**src/rtl/rtc_flag_pkg.sv**
```systemverilog
package rtc_flag_pkg;
  typedef struct packed {
    logic halt_clr;   // clear request for the oscillator-halt flag
    logic alarm_clr;  // clear request for the alarm flag
  } wr_strobes_t;
endpackage

```
**src/rtl/rtcf_wr_decode.sv**
```systemverilog
module rtcf_wr_decode #(
  parameter int ADDR_W    = 4,
  parameter int DATA_W    = 8,
  parameter int HALT_ADDR = 14,
  parameter int ALM_ADDR  = 15,
  parameter int ALM_BIT   = 2
) (
  input  logic                     wr_en_i,
  input  logic [ADDR_W-1:0]        wr_addr_i,
  input  logic [DATA_W-1:0]        wr_data_i,
  output rtc_flag_pkg::wr_strobes_t strb_o
);
  localparam logic [ADDR_W-1:0] HaltA = ADDR_W'(HALT_ADDR);
  localparam logic [ADDR_W-1:0] AlmA  = ADDR_W'(ALM_ADDR);

  always_comb begin
    strb_o.halt_clr  = wr_en_i && (wr_addr_i == HaltA);
    strb_o.alarm_clr = wr_en_i && (wr_addr_i == AlmA) && !wr_data_i[ALM_BIT];
  end
endmodule

```
**src/rtl/rtcf_halt_flag.sv**
```systemverilog
module rtcf_halt_flag (
  input  logic clk,
  input  logic rst,
  input  logic host_active_i,
  input  logic osc_stopped_i,
  input  logic clr_req_i,
  output logic halt_o
);
  logic set_ev, clr_ev;

  assign set_ev = !host_active_i && osc_stopped_i;
  assign clr_ev = clr_req_i && !osc_stopped_i;

  always_ff @(posedge clk) begin
    if (rst)         halt_o <= 1'b1;
    else if (set_ev) halt_o <= 1'b1;
    else if (clr_ev) halt_o <= 1'b0;
  end

  a_r2_stop_sets: assert property (@(posedge clk) disable iff (rst)
    (!host_active_i && osc_stopped_i) |=> halt_o);

  a_r4_frozen_in_access: assert property (@(posedge clk) disable iff (rst)
    (host_active_i && !clr_req_i) |=> $stable(halt_o));

  a_r5_write_clears: assert property (@(posedge clk) disable iff (rst)
    (clr_req_i && !osc_stopped_i) |=> !halt_o);
endmodule

```
**src/rtl/rtcf_alarm_flag.sv**
```systemverilog
module rtcf_alarm_flag (
  input  logic clk,
  input  logic rst,
  input  logic alarm_hit_i,
  input  logic alarm_en_i,
  input  logic clr_req_i,
  output logic flag_o,
  output logic irq_n_o
);
  logic set_ev, flag_nxt;

  assign set_ev = alarm_hit_i && alarm_en_i;

  always_comb begin
    flag_nxt = flag_o;
    if (clr_req_i) flag_nxt = 1'b0;
    if (set_ev)    flag_nxt = 1'b1;  // set wins over clear
  end

  always_ff @(posedge clk) begin
    if (rst) begin
      flag_o  <= 1'b0;
      irq_n_o <= 1'b1;
    end else begin
      flag_o  <= flag_nxt;
      irq_n_o <= !(flag_nxt && alarm_en_i);
    end
  end

  a_r6_enabled_hit_sets: assert property (@(posedge clk) disable iff (rst)
    set_ev |=> flag_o);

  a_r6_no_spurious_set: assert property (@(posedge clk) disable iff (rst)
    (!set_ev && !flag_o) |=> !flag_o);

  a_r7_irq_tracks_flag: assert property (@(posedge clk) disable iff (rst)
    irq_n_o == !(flag_o && $past(alarm_en_i)));
endmodule

```
**src/rtl/rtc_status_flags.sv**
```systemverilog
module rtc_status_flags #(
  parameter int ADDR_W    = 4,
  parameter int DATA_W    = 8,
  parameter int HALT_ADDR = 14,
  parameter int ALM_ADDR  = 15,
  parameter int ALM_BIT   = 2
) (
  input  logic              clk,
  input  logic              rst,
  input  logic              host_active_i,
  input  logic              osc_stopped_i,
  input  logic              wr_en_i,
  input  logic [ADDR_W-1:0] wr_addr_i,
  input  logic [DATA_W-1:0] wr_data_i,
  input  logic              alarm_hit_i,
  input  logic              alarm_en_i,
  output logic              osc_halt_o,
  output logic              alarm_flag_o,
  output logic              irq_n_o
);
  rtc_flag_pkg::wr_strobes_t strb;

  rtcf_wr_decode #(
    .ADDR_W(ADDR_W), .DATA_W(DATA_W), .HALT_ADDR(HALT_ADDR),
    .ALM_ADDR(ALM_ADDR), .ALM_BIT(ALM_BIT)
  ) u_dec (
    .wr_en_i(wr_en_i), .wr_addr_i(wr_addr_i), .wr_data_i(wr_data_i),
    .strb_o(strb)
  );

  rtcf_halt_flag u_halt (
    .clk(clk), .rst(rst), .host_active_i(host_active_i),
    .osc_stopped_i(osc_stopped_i), .clr_req_i(strb.halt_clr),
    .halt_o(osc_halt_o)
  );

  rtcf_alarm_flag u_alarm (
    .clk(clk), .rst(rst), .alarm_hit_i(alarm_hit_i), .alarm_en_i(alarm_en_i),
    .clr_req_i(strb.alarm_clr), .flag_o(alarm_flag_o), .irq_n_o(irq_n_o)
  );

  a_r1_reset_state: assert property (@(posedge clk)
    $past(rst) |-> (osc_halt_o && !alarm_flag_o && irq_n_o));
endmodule

```
**config.mk**
```make
export PLATFORM = sky130hd
export DESIGN_NAME = rtc_status_flags
export DESIGN_NICKNAME = d
export VERILOG_FILES = /design/src/rtl/rtc_flag_pkg.sv /design/src/rtl/rtcf_wr_decode.sv /design/src/rtl/rtcf_halt_flag.sv /design/src/rtl/rtcf_alarm_flag.sv /design/src/rtl/rtc_status_flags.sv
export SDC_FILE = /design/constraint.sdc
export NUM_CORES = 1
export LEC_CHECK = 0
export CORE_AREA = 2 2 39 41
export CTS_CLUSTER_DIAMETER = 200
export CTS_CLUSTER_SIZE = 12
export DETAILED_ROUTE_END_ITERATION = 8
export DIE_AREA = 0 0 41 43
export PLACE_DENSITY = 0.51
export SLEW_MARGIN = 10
export SYNTH_ARGS = -nofsm -noshare
export SYNTH_HDL_FRONTEND = slang
export SYNTH_HIERARCHICAL = 1
export SYNTH_SLANG_ARGS = --single-unit
```
**constraint.sdc**
```tcl
create_clock -name clk -period 2 [get_ports clk]
set_input_delay 0.4 -clock clk [delete_from_list [all_inputs] [get_ports clk]]
set_output_delay 0.4 -clock clk [all_outputs]
set_load 0.005 [all_outputs]
```
# Yosys cells after proc, flatten, opt, wreduce, memory -nomap -nowiden

Cells that the tools add are included.

Register bits after elaboration: 3
Bits of input ports: 19
Output and inout port bits: 3
Logic and storage cells: 19

Equality and inequality tests: 2
Multiplexer cells: 2
Reduce and logical (&&, ||, !) cells: 12

Operators with widths:

| kind                                  | number |
|---|---|
| 4-bit == test (second input constant) | 2 |
| 1-bit logical AND                     | 7 |
| 1-bit zero test                       | 4 |
| 1-bit two-way mux                     | 2 |
| 2-bit OR reduction                    | 1 |

# Longest topological paths before layout

Depth after elaboration: 7
Gate-level depth with buffers: 4
Gate-level depth less buffers: 4

# Hierarchy

The synthesis kept the hierarchy.

By module, submodules not included:

| module          | times used | cells each | area each (um^2) |
|---|---|---|---|
| rtcf_alarm_flag | 1          | 8          | 78.8 |
| rtcf_halt_flag  | 1          | 5          | 42.5 |
| rtcf_wr_decode  | 1          | 3          | 22.5 |

# Least setup slack after synthesis

OpenSTA, ideal clock, no wires.

Path type: input to register
Start: input wr_addr_i[2]
End: register u_alarm.irq_n_o
Library setup time: 0.120 ns
Arrival: 0.952 ns
Data required time: 1.880 ns
Setup slack: 0.928 ns
Cell stages on the path: 4
Cell sequence: nand4_1 nor3b_2 nand2b_4 a211o_1

RTL lines:

| item                   | RTL line               | source |
|---|---|---|
| start: declaration     | rtc_status_flags.sv:13 | `input logic [ADDR_W-1:0] wr_addr_i,` |
| end signal: assignment | rtcf_alarm_flag.sv:26  | `irq_n_o <= !(flag_nxt && alarm_en_i);` |
| end: declaration       | rtcf_alarm_flag.sv:8   | `output logic irq_n_o` |

# Final worst setup path

Start: register u_alarm.flag_o
End: output alarm_flag_o

RTL lines:

| item                     | RTL line               | source |
|---|---|---|
| start: declaration       | rtcf_alarm_flag.sv:7   | `output logic flag_o,` |
| start signal: assignment | rtcf_alarm_flag.sv:25  | `flag_o <= flag_nxt;` |
| end: declaration         | rtc_status_flags.sv:18 | `output logic alarm_flag_o,` |

No word-level cell between the ends.

==> results.sh <==
export IMPL_path_clk_slew_ps=40
export IMPL_hp_class="flop to flop"
export IMPL_synth_common_cells="dfxtp_1 (3), a21oi_1 (2), inv_1 (2), nor2_1 (2)"
export IMPL_power_switching_mw=0.0406
export IMPL_postRouteAntennaNets=0
export IMPL_cts_tree="built"
export IMPL_synthFlopType="dfxtp_1"
export IMPL_rsz0062_at_grt="false"
export IMPL_ys_seq_area_share_pct=41.7
export IMPL_yosys_top_cells_area="dfxtp_1 (42%), nand2b_4 (9.6%), nor3b_2 (8.7%)"
export IMPL_timing_final_hold_violations=0
export IMPL_synth_top_family_by_area="simple AND/OR/NAND/NOR gates"
export IMPL_seq_area_um2=60.1
export IMPL_crit_family="buffers and inverters"
export IMPL_cp_start_kind="flop"
export IMPL_hold_buffers=0
export IMPL_tightest_slew_ps=157
export IMPL_clk_latency_ps=230
export IMPL_overflow=0
export IMPL_crit_path_cell_trace="clkdlybuf4s50_1"
export IMPL_leakage_nw=0.125
export IMPL_clock_sinks=3
export IMPL_worstSetupEndpointType="output port"
export IMPL_viasPerCell=3.48
export IMPL_postSynthCellCount=16
export IMPL_synth_mux_area_share_pct=0
export IMPL_num_antenna_cells=0
export IMPL_intPower_mw=0.165
export IMPL_die_w_um=41
export IMPL_async_flop_share_pct=0
export IMPL_cts_resized=0
export IMPL_maxCapViolCount=0
export IMPL_fillers=164
export IMPL_power_density_nw_per_um2=621
export IMPL_synth_simple_gate_area_share_pct=40.0
export IMPL_dr_total_vias=174
export IMPL_synth_top_area_cell="dfxtp_1"
export IMPL_drtPass1Iterations=4
export IMPL_cp_data_required_time_ps=1600
export IMPL_crit_arrival_ps=1110
export IMPL_reg2reg_setup_slack_ps=1180
export IMPL_place_congestion=0.581
export IMPL_synth_xor_area_share_pct=0
export IMPL_slew_violations=0
export IMPL_synth_fp_nets=35
export IMPL_core_area_um2=1380
export IMPL_io_pins=22
export IMPL_pwr_share_clk_pct=51.5
export IMPL_p_sw_share_pct=19.8
export IMPL_wl_per_cell_um=6.88
export IMPL_grt_first_pass_wirelength_um=607
export IMPL_fmax_ghz=0.664
export IMPL_final_layout_size_suffix_gt1_share_pct=14.7
export IMPL_skew_ps=6.27
export IMPL_grt_usage_pct=5.81
export IMPL_synth_edf_count=0
export IMPL_ys_warn_count=6
export IMPL_synth_most_common_cell="dfxtp_1"
export IMPL_pwr_share_seq_pct=31.4
export IMPL_syn_to_final_growth_pct=130
export IMPL_fin_crit_sh_pct=75.3
export IMPL_die_h_um=43
export IMPL_yosys_area_top_type_share_pct=41.7
export IMPL_grt_pass1_vias=156
export IMPL_nNetsFinal=54
export IMPL_multi_input_area_um2=76.3
export IMPL_drt_iter0_drc=5
export IMPL_crit_type="flop to output port"
export IMPL_ys_seq_elements=3
export IMPL_synthAdderAreaFrac_pct=0
export IMPL_cpPeakStageDelay_ps=510
export IMPL_synth_compound_area_share_pct=13.0
export IMPL_tns_ps=0
export IMPL_synth_cell_types=11
export IMPL_htreeDepth=1
export IMPL_finalCriticalPeriod_ps=1510
export IMPL_critPathBufInv=1
export IMPL_drc=0
export IMPL_cts_made_buffers=3
export IMPL_antenna_found_initial=0
export IMPL_routed_wl_um=344
export IMPL_status="finished, final reports clean"
export IMPL_syn_area_um2=144
export IMPL_comb_power_share_pct=17.1
export IMPL_grt_max_degree=5
export IMPL_die_area_um2=1760
export IMPL_start_util_pct=10.4
export IMPL_port_buffers=14
export IMPL_final_cells=50
export IMPL_path_max_fanout=2
export IMPL_ir_worst_vdd_mv=0.200
export IMPL_slew_headroom_pct=89.5
export IMPL_syn_avg_cell_area_um2=8.99
export IMPL_crit_path_top_delay_cell="clkdlybuf4s50_1"
export IMPL_rows=14
export IMPL_cts_buffer_depth=2
export IMPL_cts_setup_buffers=0
export IMPL_placed_cells=46
export IMPL_setup_viol=0
export IMPL_root_buffer="clkbuf_4"
-- sequential cells by signal, indices dropped and copies added, names as in the netlist --
| signal | count |
|---|---|
| u_alarm/flag_o | 1 |
| u_alarm/irq_n_o | 1 |
| u_halt/halt_o | 1 |
-- worst paths after layout --
path / cells past startpoint / start / endpoint
setup reg to reg: 2 / u_alarm/flag_o$_SDFF_PP0_ / u_alarm/irq_n_o$_SDFF_PP1_
hold / removal: 2 / u_alarm/flag_o$_SDFF_PP0_ / u_alarm/flag_o$_SDFF_PP0_
setup / recovery: 1 / u_alarm/flag_o$_SDFF_PP0_ / alarm_flag_o
hold reg to reg: 2 / u_alarm/flag_o$_SDFF_PP0_ / u_alarm/flag_o$_SDFF_PP0_
-- worst register-to-register path: cells and delay by family, from the launching register on --
family           cells  cell delay [ps]
flip-flops           1              360
AO/OA/AOI/OAI        1              280
AND/OR/NAND/NOR      1               60
-- metrics by stage --
step	hold WS (ps)	instance area [um^2]	setup WS, ps	total power, mW	utilization, %
2_1_floorplan	469	144	928	0.0723	-
3_3_place_gp	489	304	481	0.101	22.0
3_5_place_dp	493	304	479	0.101	22.0
4_1_cts	498	330	477	0.211	23.9
5_1_grt	522	330	431	0.218	23.9
6_report	490	330	494	0.205	23.9
-- cell families (layout without fill, tap and decap cells) --
logic type,count (synthesis),after routing
simple gates,8,8
compound gates,3,3
flops,3,3
buf+inv,2,20
-- cell usage in the layout, fill, tap and decap left out --
| cell | synthesis | final |
|---|---|---|
| a211o_1 | 1 | 1 |
| a21oi_1 | 2 | 2 |
| clkbuf_1 | 0 | 1 |
| clkbuf_4 | 0 | 3 |
| clkdlybuf4s50_1 | 0 | 14 |
| dfxtp_1 | 3 | 3 |
| inv_1 | 2 | 2 |
| nand2_1 | 1 | 1 |
| nand2b_1 | 1 | 1 |
| nand2b_4 | 1 | 1 |
| nand4_1 | 1 | 1 |
| nor2_1 | 2 | 2 |
| nor3b_1 | 1 | 1 |
| nor3b_2 | 1 | 1 |
-- power groups by stage --
| stage | combinational (mW) | clock [mW] | sequential, mW |
|---|---|---|---|
| final | 0.0351 | 0.106 | 0.0644 |
| after global routing | 0.0387 | 0.115 | 0.0648 |
| after CTS | 0.0357 | 0.111 | 0.0645 |
| after detailed placement | 0.0354 | 0 | 0.0654 |
| after global placement | 0.0354 | 0 | 0.0654 |
| after floorplan | 0.00661 | 0 | 0.0657 |
-- routing by layer --
metal  part of all wire, %  vias to the layer above  track usage, %
met5                     0                        -               0
met4                     0                        0            6.00
met3                    14                        0            4.71
met2                    42                        9            6.56
met1                    44                       75            6.07
li1                      -                       90               -
-- area by class of cell --
cell class              count  area share, %
repair buffers             14           42.4
flip-flops and latches      3           18.2
inverters                   2           2.27
well taps                  16           6.06
clock buffers               4           7.95
multi-input cells          11           23.1
No activity file was read; power rests on OpenSTA's default activity.
